**src/rtl/dac_src_pkg.sv**
```systemverilog
package dac_src_pkg;

   localparam int SEL_W    = 4;
   localparam int SMP_W    = 16;
   localparam int PNA_LEN  = 7;
   localparam int PNB_LEN  = 15;

   localparam logic [SEL_W-1:0] SRC_DMA    = 4'h2;
   localparam logic [SEL_W-1:0] SRC_ZERO   = 4'h3;
   localparam logic [SEL_W-1:0] SRC_PNA_N  = 4'h4;
   localparam logic [SEL_W-1:0] SRC_PNB_N  = 4'h5;
   localparam logic [SEL_W-1:0] SRC_PNA    = 4'h6;
   localparam logic [SEL_W-1:0] SRC_PNB    = 4'h7;
   localparam logic [SEL_W-1:0] SRC_LOOP   = 4'h8;
   localparam logic [SEL_W-1:0] SRC_RAMP   = 4'hB;

endpackage

```
**src/rtl/dsel_ramp_gen.sv**
```systemverilog
module dsel_ramp_gen #(
   parameter int W = 16
) (
   input  logic         clk,
   input  logic         rst_n,
   input  logic         adv_i,
   output logic [W-1:0] val_o
);

   generate
      if (W < 2) begin : g_bad_w
         $error("dsel_ramp_gen: W must be at least 2");
      end
   endgenerate

   logic [W-1:0] cnt_q;

   always_ff @(posedge clk) begin
      if (!rst_n) begin
         cnt_q <= '0;
      end else if (adv_i) begin
         cnt_q <= cnt_q + {{(W-1){1'b0}}, 1'b1};
      end
   end

   assign val_o = cnt_q;

endmodule

```
**src/rtl/dsel_prbs_gen.sv**
```systemverilog
module dsel_prbs_gen #(
   parameter int LEN    = 7,
   parameter int WORD_W = 16
) (
   input  logic              clk,
   input  logic              rst_n,
   input  logic              adv_i,
   output logic [WORD_W-1:0] word_o
);

   generate
      if (LEN < 3) begin : g_bad_len
         $error("dsel_prbs_gen: LEN must be at least 3");
      end
      if (WORD_W < 1) begin : g_bad_word
         $error("dsel_prbs_gen: WORD_W must be at least 1");
      end
   endgenerate

   logic [LEN-1:0]    state_q;
   logic [LEN-1:0]    state_d;
   logic [WORD_W-1:0] word_c;
   logic              fb;

   // Unrolled WORD_W steps of x^LEN + x^(LEN-1) + 1, first bit to MSB
   always_comb begin
      state_d = state_q;
      word_c  = '0;
      fb      = 1'b0;
      for (int i = 0; i < WORD_W; i++) begin
         fb                 = state_d[LEN-1] ^ state_d[LEN-2];
         word_c[WORD_W-1-i] = fb;
         state_d            = {state_d[LEN-2:0], fb};
      end
   end

   always_ff @(posedge clk) begin
      if (!rst_n) begin
         state_q <= '1;
      end else if (adv_i) begin
         state_q <= state_d;
      end
   end

   assign word_o = word_c;

endmodule

```
**src/rtl/dsel_src_mux.sv**
```systemverilog
module dsel_src_mux
   import dac_src_pkg::*;
#(
   parameter int W = SMP_W
) (
   input  logic [SEL_W-1:0] sel_i,
   input  logic [W-1:0]     dma_data_i,
   input  logic             dma_valid_i,
   input  logic [W-1:0]     lb_data_i,
   input  logic             lb_valid_i,
   input  logic [W-1:0]     ramp_i,
   input  logic [W-1:0]     pna_i,
   input  logic [W-1:0]     pnb_i,
   output logic [W-1:0]     smp_o
);

   always_comb begin
      case (sel_i)
         SRC_DMA:   smp_o = dma_valid_i ? dma_data_i : '0;
         SRC_LOOP:  smp_o = lb_valid_i ? lb_data_i : '0;
         SRC_ZERO:  smp_o = '0;
         SRC_RAMP:  smp_o = ramp_i;
         SRC_PNA:   smp_o = pna_i;
         SRC_PNB:   smp_o = pnb_i;
         SRC_PNA_N: smp_o = ~pna_i;
         SRC_PNB_N: smp_o = ~pnb_i;
         default:   smp_o = '0;
      endcase
   end

endmodule

```
**src/rtl/dac_src_sel.sv**
```systemverilog
module dac_src_sel
   import dac_src_pkg::*;
#(
   parameter int DATA_W = SMP_W,
   parameter int PNA_N  = PNA_LEN,
   parameter int PNB_N  = PNB_LEN
) (
   input  logic              clk,
   input  logic              rst_n,
   input  logic [SEL_W-1:0]  sel_i,
   input  logic              req_i,
   input  logic [DATA_W-1:0] dma_data_i,
   input  logic              dma_valid_i,
   output logic              dma_ready_o,
   input  logic [DATA_W-1:0] lb_data_i,
   input  logic              lb_valid_i,
   output logic [DATA_W-1:0] smp_o,
   output logic              smp_vld_o
);

   generate
      if (DATA_W < 8) begin : g_bad_data_w
         $error("dac_src_sel: DATA_W must be at least 8");
      end
      if (PNA_N >= PNB_N) begin : g_bad_pn_order
         $error("dac_src_sel: PNA_N must be shorter than PNB_N");
      end
   endgenerate

   logic [DATA_W-1:0] ramp_w;
   logic [DATA_W-1:0] pna_w;
   logic [DATA_W-1:0] pnb_w;
   logic [DATA_W-1:0] mux_w;
   logic [DATA_W-1:0] smp_q;
   logic              vld_q;

   dsel_ramp_gen #(.W(DATA_W)) u_ramp (
      .clk   (clk),
      .rst_n (rst_n),
      .adv_i (req_i),
      .val_o (ramp_w)
   );

   dsel_prbs_gen #(.LEN(PNA_N), .WORD_W(DATA_W)) u_pna (
      .clk    (clk),
      .rst_n  (rst_n),
      .adv_i  (req_i),
      .word_o (pna_w)
   );

   dsel_prbs_gen #(.LEN(PNB_N), .WORD_W(DATA_W)) u_pnb (
      .clk    (clk),
      .rst_n  (rst_n),
      .adv_i  (req_i),
      .word_o (pnb_w)
   );

   dsel_src_mux #(.W(DATA_W)) u_mux (
      .sel_i       (sel_i),
      .dma_data_i  (dma_data_i),
      .dma_valid_i (dma_valid_i),
      .lb_data_i   (lb_data_i),
      .lb_valid_i  (lb_valid_i),
      .ramp_i      (ramp_w),
      .pna_i       (pna_w),
      .pnb_i       (pnb_w),
      .smp_o       (mux_w)
   );

   always_ff @(posedge clk) begin
      if (!rst_n) begin
         smp_q <= '0;
         vld_q <= 1'b0;
      end else begin
         vld_q <= req_i;
         if (req_i) begin
            smp_q <= mux_w;
         end
      end
   end

   assign dma_ready_o = req_i && (sel_i == SRC_DMA);
   assign smp_o       = smp_q;
   assign smp_vld_o   = vld_q;

endmodule

```
**config.mk**
```make
export PLATFORM = sky130hd
export DESIGN_NAME = dac_src_sel
export DESIGN_NICKNAME = d
export VERILOG_FILES = /design/src/rtl/dac_src_pkg.sv /design/src/rtl/dsel_ramp_gen.sv /design/src/rtl/dsel_prbs_gen.sv /design/src/rtl/dsel_src_mux.sv /design/src/rtl/dac_src_sel.sv
export SDC_FILE = /design/constraint.sdc
export NUM_CORES = 1
export LEC_CHECK = 0
export BUFFER_PORTS_ARGS = -buffer_cell sky130_fd_sc_hd__buf_2
export CAP_MARGIN = 20
export CORE_MARGIN = 2
export CORE_UTILIZATION = 40
export DETAILED_ROUTE_END_ITERATION = 16
export GPL_TIMING_DRIVEN = 0
export PLACE_DENSITY = 0.72
export SLEW_MARGIN = 5
export SYNTH_ARGS = -nofsm -noshare
export SYNTH_HDL_FRONTEND = slang
export SYNTH_SLANG_ARGS = --single-unit
```
**constraint.sdc**
```tcl
create_clock -name clk -period 1.5 [get_ports clk]
set_clock_uncertainty 0.1 [all_clocks]
set_input_delay 0.225 -clock clk [delete_from_list [all_inputs] [get_ports clk]]
set_output_delay 0.225 -clock clk [all_outputs]
set_load 0.01 [all_outputs]
```
Word level (Yosys, flattened, before mapping). Cells that the tools add are included.

Bitwise logic cells: 34. Reductions and logical operators: 1. Muxes and demuxes: 3. Eq/ne operators: 7. Add/sub/neg operators: 1.

Operator list (number): case mux 16 bit (7 select lines) (1); two-way mux 16 bit (2); NOT 16 bit (2); XOR 1 bit (32); adder 16 x 1 -> 16 bit (second input constant) (1); == test 4 x 3 -> 1 bit (second input constant) (4); == test 4 bit (second input constant) (2); == test 4 x 2 -> 1 bit (second input constant) (1); logical AND 1 bit (1).

Input port bits: 41. Logic and storage cells: 51. Output and inout bits: 18. Register bits after elaboration: 55.

Depth between registers and ports, before layout. Gate-level depths: netlist of the first run.

Word-level depth: 5. Mapped depth: 7. Depth with buffers taken out: 6.

By module. From an unflattened synthesis of the first run, not the netlist that was laid out.

Cell total of the unflattened synthesis: 372. Area total of the unflattened synthesis: 3430.8 um^2.

Modules (own cells, without submodules): dsel_src_mux (cells each 115, instances 1, area each 860.8 um^2, seq. area each 0.0 um^2); dsel_ramp_gen (cells each 83, instances 1, area each 744.5 um^2, seq. area each 320.3 um^2); dsel_prbs_gen (u_pnb) (cells each 69, instances 1, area each 720.7 um^2, seq. area each 300.3 um^2); dac_src_sel (cells each 55, instances 1, area each 660.6 um^2, seq. area each 340.3 um^2); dsel_prbs_gen (u_pna) (cells each 50, instances 1, area each 444.2 um^2, seq. area each 140.1 um^2).

Worst setup path before layout of the first run. OpenSTA, ideal clock, no wires.

Path type: reg-to-reg. From: register u_pna.state_q[1]. To: register smp_q[3] (netlist: smp_o[3]). Arrival: 1.345 ns. Library setup time: 0.117 ns. Setup slack: -0.062 ns. Buffers on the path: 1. Required time: 1.283 ns. Clock period less this slack: 1.562 ns. Cell stages (with the launch flop): 7. Cells stage by stage: dfxtp_1 buf_4 xnor3_1 mux2i_1 xor2_1 o21ai_0 a22o_1.

Word-level cells in the longest chain between the ends: 4.

Ends and longest elaborated chain: start: declaration (RTL line dsel_prbs_gen.sv:20) `logic [LEN-1:0] state_q;`; start signal: assignment (RTL line dsel_prbs_gen.sv:41) `state_q <= state_d;`; XOR 1 bit * (2 in a row) (RTL line dsel_prbs_gen.sv:31) `fb = state_d[LEN-1] ^ state_d[LEN-2];`; NOT 16 bit (RTL line dsel_src_mux.sv:25) `SRC_PNA_N: smp_o = ~pna_i;`; case mux 16 bit (7 select lines) * (RTL line dsel_src_mux.sv:18) `case (sel_i)`; end signal: assignment (RTL line dac_src_sel.sv:77) `smp_q <= mux_w;`; end: declaration (RTL line dac_src_sel.sv:34) `logic [DATA_W-1:0] smp_q;`.

Mark *: on every way between the ends. The rest lies on a longest branch, timed or not. A chain may end at the register's enable or synchronous reset.

Worst setup path after layout of the first run.
From: register u_pna.state_q[6]. To: register smp_q[3] (netlist: smp_o[3]).

Word-level cells in the longest chain between the ends: 5.

Ends and longest elaborated chain (RTL line): XOR 1 bit * (3 in a row) (dsel_prbs_gen.sv:31); NOT 16 bit (dsel_src_mux.sv:25); case mux 16 bit (7 select lines) * (dsel_src_mux.sv:18).

Marked as above.

==> metrics.yaml, run 1 <==
status: "finished, violations left"
failed_checks: "negative setup slack"
die_w_um: 93.0
max_slew_margin: 0.671
finalWeightedCongestion: 0.899
power.density_cell_area_nw_per_um2: 992
worstSetupPathType: "reg2reg"
tritoncts: "done"
grt_pass1_wl_um: 12400
asyncSetResetFlopFracSynth: 0
synthFlopType: "dfxtp_1"
tns_ps: -267
synth.top_cell.area_share: 0.348
floorplan.die_area_um2: 8640
worst_ep_required_time_ps: 1620
crit_family: "XOR/XNOR gates"
synth_enable_flop_cells: 0
syn-instance-count: 351
first_iter_violations: 171
worst_setup_hold_path_clk_slew_ps: 100
effective_utilization_at_floorplan: 0.412
number_of_warnings_issued_by_yosys: 0
cts_num_sinks: 55
critical_path.startpoint: "u_pna.state_q[6]"
grt_setup_unrepaired: "yes"
cp_data_arrival_time_ps: 1730
worst-path-max-fanout: 2
syn-cell-area_um2: 3170
syn_avg_cell_area_um2: 9.02
die_height_um: 93.0
leakagePower_nw: 1.68
post-route-min-period_ps: 1610
top_level_ports: 59
worst-path-buf-inv: 0
crit-reg2reg-launch: "u_pna.state_q[6]"
drc_errors_left: 0
rows: 32
core-area_um2: 7690
yosys-top-cells-area: "dfxtp_1 35%, xnor2_1 11%, mux2i_1 8.9%"
tritonroute_pass_1_iters: 7
route.vias.total: 2746
cp-start-kind: "flip-flop"
antenna_cells: 0
critical-path-slowest-cell: "xnor3_1"
num-nets-final: 460
worst-slew-pin-transition_ps: 494
post_route_cells_drive_above_1_share: 0.320
groute.usage.overall: 0.181
fmax_mhz: 622
final_min_period_over_clock_period: 1.07
clk_latency_ps: 320
buffer_ports.inserted: 57
final_common_cell: "nand2_1"
detail_route.wirelength_um: 7980
report.final.hold_viol_count: 0
longest_individual_stage_delay_on_the_worst_path_ps: 420
postRouteAntennaNets: 0
clock_tree.buffer_depth: 2
fin_ws_ps: -107
globalRouteOverflowTotal: 0
number_of_antenna_violations_at_the_first_check_in_global_routing: 0
rrSetupSlack_ps: -110
synth_largest_area_cell: "dfxtp_1"
htreeDepth: 2
cts_root_buf: "clkbuf_8"
layout-area-overhead-vs-synth_pct: 24.0
yosysUniqueCellTypes: 44
final_util: 0.511
ir_drop_mv: 0.447
maxSlewViolCount: 0
pre_cts_setup_slack_ps: -371
drv.max_cap_violation_count: 0
critical_path.cell_chain: "xnor3_1, mux2i_2, xor2_1, o21ai_1, a22o_1"
design_power_total_w: 0.00390
finalSetupViolCount: 6
synth-seq-area-share: 0.348
ys_ff_latch: 55
holdWs_ps: 89.7
min_from: "rst_n"
synth_fp_nets: 393
critical_path_endpoint_category: "flip-flop"
most-common-layout-cells: "64 x nand2_1, 56 x buf_2, 37 x dfxtp_1"
cts-buffers-inserted: 5
detail_route.vias_per_cell: 5.27
worst_hold_path_type: "in2reg"
via_count_of_the_first_global_routing_pass: 2515
wl_per_cell_um: 15.3
hpwlAfterDp_um: 5960
largest_net_degree_at_the_start_of_global_routing: 17
-- state kept, by name, indices dropped and copies added, names as in the netlist --
register / flops
smp_o: 16
smp_vld_o: 1
u_pna.state_q: 7
u_pnb.state_q: 15
u_ramp.val_o: 16
-- report_power, final --
group	switching [W]	total, W	internal (W)
Sequential	0.000182	0.00177	0.00158
Combinational	0.000606	0.00128	0.000670
Clock	0.000474	0.000853	0.000379
Total	0.00126	0.00390	0.00263
-- routing by layer --
| layer | track usage | vias up | routed length, um |
|---|---|---|---|
| li1 | - | 1374 | - |
| met1 | 0.232 | 1274 | 3510 |
| met2 | 0.313 | 88 | 3870 |
| met3 | 0.0309 | 10 | 490 |
| met4 | 0.0490 | 0 | 108 |
| met5 | 0 | - | 0 |
-- final cells by class --
cell class	instances	area, um^2
buffer	22	164
fill	712	3760
tap	102	128
timing repair buffer	68	394
clock inverter	1	8.76
multi-input combinational	265	2000
clock buffer	7	86.3
sequential	55	1140
inverter	1	3.75
-- tightest hold or removal path, cell delays in order --
cell	delay [ps]
buf_6	120
nand4_1	80
o21ai_1	50
-- final timing paths --
kind / depth (start not counted) / endpoint
worst min-delay path: 3 / smp_o[1]
worst min register to register: 1 / smp_o[7]
worst max register to register: 5 / smp_o[3]
worst max-delay path: 5 / smp_o[3]
-- repair_timing --
item                       in CTS  in global routing
gates cloned                    0                  1
setup endpoints to repair      21                 21
pin swaps                      10                 10
resized for setup              22                 35
setup buffers                   5                  5
hold buffers                    0                  0
-- through the flow --
stage                     cell area, um^2  std cells
final                                3930        521
after global routing                 3930        521
after CTS                            3730        515
after detailed placement             3580        510
after global placement               3580        510
after floorplan                      3170        351
-- cells in the mapped netlist (4+ instances only) --
cell type / n
nand2_1: 64
and2_1: 13
xnor2_1: 38
clkbuf_1: 10
nor2b_1: 7
a22o_1: 12
nand3_1: 4
mux2i_1: 28
nor2_1: 4
buf_2: 5
or3_1: 4
buf_4: 5
nand4_1: 6
a222oi_1: 13
xor2_1: 7
o21ai_0: 25
dfxtp_1: 55
buf_6: 10
-- cells by family (layout without fill, tap and decap cells) --
group	after synthesis	in the layout	synth area share
DFF	55	55	0.348
and+or+nand+nor	118	118	0.189
adders and majority gates	1	1	0.00395
buffers and inverters	31	99	0.0684
AOI/OAI and AO/OA	70	70	0.161
xor gates and xnor gates	48	48	0.142
muxes	28	28	0.0885
No activity file was read; power rests on OpenSTA's default activity.
==> inputs of run 2 (changes only) <==
--- a/config.mk
+++ b/config.mk
@@ -10,7 +10,7 @@
 export CORE_MARGIN = 2
 export CORE_UTILIZATION = 40
 export DETAILED_ROUTE_END_ITERATION = 16
-export GPL_TIMING_DRIVEN = 0
+export GPL_TIMING_DRIVEN = 1
 export PLACE_DENSITY = 0.72
 export SLEW_MARGIN = 5
 export SYNTH_ARGS = -nofsm -noshare
==> run 2 against run 1 <==
Net effect:
- the flow still finishes with violations (negative setup slack)
- cell count up 2.1%
- non-clock buffer count up 13
- final area up 0.89%
- worst setup slack better by 14 ps
- clock power down 9.1%
- first-iteration DRC count up 48%
- largest cell class unchanged
==> metrics.yaml, run 2 (same netlist as run 1, synthesis figures left out) <==
status: "finished, violations left"  # unchanged
failed_checks: "negative setup slack"  # unchanged
rows: 32  # unchanged
ir_drop_mv: 0.434  # was 0.447 mV
die_height_um: 93.0  # unchanged
cts-buffers-inserted: 5  # unchanged
final_common_cell: "nand2_1"  # unchanged
post-route-min-period_ps: 1590  # was 1610 ps
htreeDepth: 2  # unchanged
cts_root_buf: "clkbuf_8"  # unchanged
detail_route.vias_per_cell: 5.38  # was 5.27
cp_data_arrival_time_ps: 1700  # was 1730 ps
wl_per_cell_um: 15.3  # about the same
via_count_of_the_first_global_routing_pass: 2647  # was 2515
groute.usage.overall: 0.182  # was 0.181
first_iter_violations: 253  # was 171
worst_setup_hold_path_clk_slew_ps: 100  # about the same
clock_tree.buffer_depth: 2  # unchanged
leakagePower_nw: 1.74  # was 1.68 nW
fmax_mhz: 627  # was 622 MHz
finalSetupViolCount: 3  # was 6
rr_worst_depth: 5  # unchanged
grt_pass1_wl_um: 12600  # was 12400 um
top_level_ports: 59  # unchanged
switching_share: 0.322  # was 0.324
final_min_period_over_clock_period: 1.06  # was 1.07
clock_power_share: 0.203  # was 0.219
effective_utilization_at_floorplan: 0.412  # unchanged
power_frac_seq: 0.455  # was 0.453
grt_setup_unrepaired: "yes"  # unchanged
worst_hold_path_type: "in2reg"  # unchanged
maxSlewViolCount: 0  # unchanged
route.vias.total: 2860  # was 2746
worst-path-max-fanout: 2  # unchanged
most-common-layout-cells: "64 x nand2_1, 58 x buf_2, 40 x buf_4"  # was 64 x nand2_1, 56 x buf_2, 37 x dfxtp_1
report.final.hold_viol_count: 0  # unchanged
clk_latency_ps: 300  # was 320 ps
die_w_um: 93.0  # unchanged
critical_path_endpoint_category: "flip-flop"  # unchanged
max_slew_margin: 0.406  # was 0.671
pre_cts_setup_slack_ps: -276  # was -371 ps
p_int_w: 0.00259  # was 0.00263 W
layout-area-overhead-vs-synth_pct: 25.1  # was 24.0%
largest_net_degree_at_the_start_of_global_routing: 44  # was 17
worst_ep_required_time_ps: 1600  # was 1620 ps
power.share.combinational: 0.343  # was 0.328
hold_path_depth: 3  # unchanged
tritoncts: "done"  # unchanged
ctsHoldBuffers: 0  # unchanged
drc_errors_left: 0  # unchanged
finalWeightedCongestion: 0.898  # was 0.899
globalRouteOverflowTotal: 0  # unchanged
num-nets-final: 473  # was 460
post_layout_inst_area_um2: 3960  # was 3930 um^2
final_util: 0.515  # was 0.511
postRouteAntennaNets: 0  # unchanged
number_of_antenna_violations_at_the_first_check_in_global_routing: 0  # unchanged
worstSetupPathType: "reg2reg"  # unchanged
drv.max_cap_violation_count: 0  # unchanged
buffer_ports.inserted: 58  # was 57
power.density_cell_area_nw_per_um2: 966  # was 992 nW/um^2
post_dp_cell_area_um2: 3720  # was 3580 um^2
post_route_cells_drive_above_1_share: 0.347  # was 0.320
antenna_cells: 0  # unchanged
core-area_um2: 7690  # unchanged
tritonroute_pass_1_iters: 6  # was 7
worst-slew-pin-transition_ps: 890  # was 494 ps
tns_ps: -130  # was -267 ps
hpwlAfterDp_um: 5980  # was 5960 um
detail_route.wirelength_um: 8130  # was 7980 um
cp-start-kind: "flip-flop"  # unchanged
p_sw_w: 0.00123  # was 0.00126 W
fin_ws_ps: -93.8  # was -107 ps
floorplan.die_area_um2: 8640  # unchanged
cts_num_sinks: 55  # unchanged
[run 2: cell types whose count changed in the layout (fill, tap and decap cells not counted), sizes merged]
cell      change
buf          +24
clkbuf       -13
clkinvlp      +1
clkinv        -1
[run 2: final timing paths]
path	slack (ps)	from	endpoint
worst max-delay path	-90	u_pna.state_q[6]	smp_o[3]
worst min register to register	390	smp_o[4]	smp_o[4]
worst max register to register	-90	u_pna.state_q[6]	smp_o[3]
worst min-delay path	150	lb_data_i[9]	smp_o[9]
[run 2: area by class of cell]
type,count,area [um^2]
fill,738,3730
multi-input combinational,265,1950
sequential,55,1130
timing repair buffer,103,664
tap,102,128
clock buffer,5,68.8
clock inverter,1,7.51
inverter,1,3.75
[run 2: worst max-delay path, cell delays in order (launching register included)]
cell	delay, ps
dfxtp_2	350
xnor3_1	410
mux2i_2	190
xor2_1	170
o21ai_1	80
a22o_1	190
[run 2: layer usage]
layer / vias to the layer above / track usage / routed length [um]
li1: 1398 / - / -
met1: 1346 / 0.235 / 3630
met2: 105 / 0.310 / 3890
met3: 11 / 0.0285 / 549
met4: 0 / 0.0576 / 68
met5: - / 0 / 0
[run 2: what timing repair did]
action                                  CTS  global route
endpoints found under the setup margin   14            19
pin swaps                                 3            18
gates resized for setup                  14            29
buffers inserted                          0             2
[run 2: power by group through the flow]
stage / Sequential (W) / Combinational, W / Clock (W)
3_3_place_gp: 0.00173 / 0.00114 / 0
4_1_cts: 0.00172 / 0.00120 / 0.000787
3_5_place_dp: 0.00174 / 0.00115 / 0
6_report: 0.00174 / 0.00131 / 0.000775
5_1_grt: 0.00176 / 0.00144 / 0.000844
2_1_floorplan: 0.00167 / 0.000901 / 0
[run 2: metrics by stage]
step	cells	hold WS [ps]	total power, W
after global routing	532	148	0.00404
after detailed placement	524	364	0.00289
after floorplan	351	345	0.00257
final	532	150	0.00382
after CTS	530	145	0.00371
after global placement	524	376	0.00287
==> inputs of run 3 (changes only) <==
--- a/config.mk
+++ b/config.mk
@@ -5,6 +5,7 @@
 export SDC_FILE = /design/constraint.sdc
 export NUM_CORES = 1
 export LEC_CHECK = 0
+export ABC_AREA = 1
 export BUFFER_PORTS_ARGS = -buffer_cell sky130_fd_sc_hd__buf_2
 export CAP_MARGIN = 20
 export CORE_MARGIN = 2
==> run 3 against run 2 <==
Net effect:
- utilization increased by 6.5 points
- largest power group unchanged
- largest cell class unchanged
- sequential power about the same
- first-iteration DRC count decreased by 17%
- area after synthesis increased by 5.4%
- worst hold slack improved by 33 ps
- fmax increased by 4.4%
- the flow still finishes with violations (negative setup slack)
- sequential share of layout area decreased by 4.4 points
==> metrics.yaml, run 3 <==
status: "finished, violations left"  # unchanged
failed_checks: "negative setup slack"  # unchanged
detail_route.vias_per_cell: 5.11  # was 5.38
detail_route.wirelength_um: 10900  # was 8130 um
rr_worst_depth: 8  # was 5
yosysUniqueCellTypes: 34  # was 44
cp_data_arrival_time_ps: 1640  # was 1700 ps
syn-cell-area_um2: 3340  # was 3170 um^2
cts_num_sinks: 55  # unchanged
effective_utilization_at_floorplan: 0.410  # was 0.412
buffer_ports.inserted: 58  # unchanged
floorplan.die_area_um2: 9090  # was 8640 um^2
tritonroute_pass_1_iters: 5  # was 6
hold-path-endpoint: "smp_o[13]"  # was smp_o[9]
final.fill_count: 744  # was 738
maxSlewViolCount: 0  # unchanged
post_layout_inst_area_um2: 4720  # was 3960 um^2
rows: 33  # was 32
yosysMostFrequentCell: "nand2_1"  # unchanged
gr-usage-met2: 0.414  # was 0.310
fin_ws_ps: -26.3  # was -93.8 ps
final_min_period_over_clock_period: 1.02  # was 1.06
htreeDepth: 2  # unchanged
syn_avg_cell_area_um2: 6.23  # was 9.02 um^2
final_cells: 746  # was 532
core-area_um2: 8130  # was 7690 um^2
first_iter_violations: 209  # was 253
globalRouteMet1Util: 0.326  # was 0.235
synth.top_cell.area_share: 0.330  # was 0.348
rrSetupSlack_ps: -30  # was -90 ps
yosys-top-cells-area: "dfxtp_1 33%, nand2_1 23%, a21oi_1 7.1%"  # was dfxtp_1 35%, xnor2_1 11%, mux2i_1 8.9%
ir_drop_mv: 0.434  # about the same
grt_setup_unrepaired: "yes"  # unchanged
num-nets-final: 682  # was 473
largest_net_degree_at_the_start_of_global_routing: 31  # was 44
ys_ff_latch: 55  # unchanged
leakagePower_nw: 2.18  # was 1.74 nW
ys_top_cells_by_count: "207 x nand2_1, 55 x dfxtp_1, 47 x a21oi_1"  # was 64 x nand2_1, 55 x dfxtp_1, 38 x xnor2_1
via_count_of_the_first_global_routing_pass: 3622  # was 2647
groute.usage.overall: 0.243  # was 0.182
critical_path.cell_chain: "buf_4, nand2_2, nand2_4, nand2_1, nand3_1, nand3_2, o21ai_2, a21oi_2"  # was xnor3_1, mux2i_2, xor2_1, o21ai_1, a22o_1
hpwlAfterDp_um: 8080  # was 5980 um
worst-path-max-fanout: 5  # was 2
post_dp_cell_area_um2: 4110  # was 3720 um^2
longest_individual_stage_delay_on_the_worst_path_ps: 400  # was 410 ps
global_route.peak_usage_layer: "met2"  # unchanged
design_power_total_w: 0.00426  # was 0.00382 W
synth_fp_nets: 577  # was 393
layout-area-overhead-vs-synth_pct: 41.4  # was 25.1%
crit-reg2reg-launch: "u_pna.state_q[5]"  # was u_pna.state_q[6]
synth_largest_area_cell: "dfxtp_1"  # unchanged
cts-buffers-inserted: 5  # unchanged
postRouteAntennaNets: 0  # unchanged
capture_instance_of_the_worst_register_to_register_path: "smp_o[0]"  # was smp_o[3]
most-common-layout-cells: "173 x nand2_1, 58 x buf_2, 53 x buf_4"  # was 64 x nand2_1, 58 x buf_2, 40 x buf_4
ctsHoldBuffers: 0  # unchanged
dp.cells: 736  # was 524
max_slew_margin: 0.724  # was 0.406
worstSetupPathType: "reg2reg"  # unchanged
die_w_um: 95.3  # was 93.0 um
wl_per_cell_um: 14.7  # was 15.3 um
worst_ep_required_time_ps: 1620  # was 1600 ps
worst-slew-pin-transition_ps: 411  # was 890 ps
hold_path_depth: 5  # was 3
grt.met3_usage: 0.0316  # was 0.0285
top_level_ports: 59  # unchanged
power.density_cell_area_nw_per_um2: 903  # was 966 nW/um^2
asyncSetResetFlopFracSynth: 0  # unchanged
critical_path_endpoint_category: "flip-flop"  # unchanged
finalSetupViolCount: 1  # was 3
finalWeightedCongestion: 0.992  # was 0.898
cts_root_buf: "clkbuf_8"  # unchanged
drc_errors_left: 0  # unchanged
drv.max_cap_violation_count: 0  # unchanged
number_of_antenna_violations_at_the_first_check_in_global_routing: 0  # unchanged
cp-start-kind: "flip-flop"  # unchanged
synth_enable_flop_cells: 0  # unchanged
clk_latency_ps: 320  # was 300 ps
route.vias.total: 3813  # was 2860
min_from: "dma_data_i[13]"  # was lb_data_i[9]
antenna_cells: 0  # unchanged
globalRouteOverflowTotal: 0  # unchanged
post-route-min-period_ps: 1530  # was 1590 ps
number_of_warnings_issued_by_yosys: 0  # unchanged
grt_pass1_wl_um: 17200  # was 12600 um
syn-instance-count: 535  # was 351
post_route_cells_drive_above_1_share: 0.379  # was 0.347
clock_tree.buffer_depth: 2  # unchanged
critical-path-slowest-cell: "dfxtp_4"  # was xnor3_1
tritoncts: "done"  # unchanged
synthFlopType: "dfxtp_1"  # unchanged
fmax_mhz: 655  # was 627 MHz
die_height_um: 95.3  # was 93.0 um
report.final.hold_viol_count: 0  # unchanged
worst_hold_path_type: "in2reg"  # unchanged
worst_setup_hold_path_clk_slew_ps: 100  # about the same
synth-seq-area-share: 0.330  # was 0.348
final_common_cell: "nand2_1"  # unchanged
## run 3: layer usage
metal / share of wire / vias up
li1: - / 1925
met1: 0.44 / 1741
met2: 0.49 / 125
met3: 0.052 / 22
met4: 0.024 / 0
met5: 0 / -
## run 3: cell families after synthesis
kind of cell               count (synthesis)  share of synthesized area
DFF                                       55                      0.330
xor gates and xnor gates                  23                     0.0604
AOI/OAI and AO/OA                         93                      0.148
adders and majority gates                  1                    0.00375
buffers and inverters                     53                     0.0671
and+or+nand+nor                          310                      0.390
## run 3: critical path, delay by kind of cell, from the launching register on
kind            cells  cell delay (ps)
simple gates        5              560
flops               1              400
compound gates      2              250
buf+inv             1              120
## run 3: report_power, final
| part | leakage, nW | internal, W | switching (W) |
|---|---|---|---|
| registers | 0.452 | 0.00158 | 0.000139 |
| clock network | 0.0474 | 0.000379 | 0.000532 |
| logic | 1.68 | 0.000722 | 0.000910 |
## run 3: worst max-delay path by stage
| stage | startpoint | end | slack (ps) | cells past startpoint |
|---|---|---|---|---|
| 2_1_floorplan | u_pnb.state_q[13] | smp_o[1] | 70 | 10 |
| 3_3_place_gp | sel_i[3] | smp_o[2] | -100 | 11 |
| 3_5_place_dp | sel_i[3] | smp_o[2] | -140 | 11 |
| 4_1_cts | u_pnb.state_q[13] | smp_o[15] | 10 | 9 |
| 5_1_grt | u_ramp.val_o[2] | u_ramp.val_o[15] | -110 | 7 |
| 6_report | u_pna.state_q[5] | smp_o[0] | -30 | 8 |
## run 3: what timing repair did
| action | CTS | global route |
|---|---|---|
| pin swaps | 1 | 39 |
| hold endpoints to repair | 0 | 0 |
| setup endpoints to repair | 12 | 22 |
| resized for setup | 15 | 130 |
| buffers inserted | 0 | 4 |
## run 3: area by class of cell
cell class	instances	area, um^2	area share
Sequential cell	55	1140	0.243
Clock inverter	2	16.3	0.00345
Clock buffer	6	82.6	0.0175
Multi-Input combinational cell	427	2440	0.517
Tap cell	105	131	0.0278
Timing Repair Buffer	118	776	0.164
Inverter	33	129	0.0273
## run 3: per-stage QoR
stage	worst slack, ps	TNS, ps	hold slack [ps]	util
detailed placement	-144	-1560	354	0.505
global placement	-104	-1030	352	0.505
floorplan	68.5	0	250	-
CTS	11.0	0	177	0.523
global route	-112	-564	226	0.580
finish	-26.3	-26.3	184	0.580
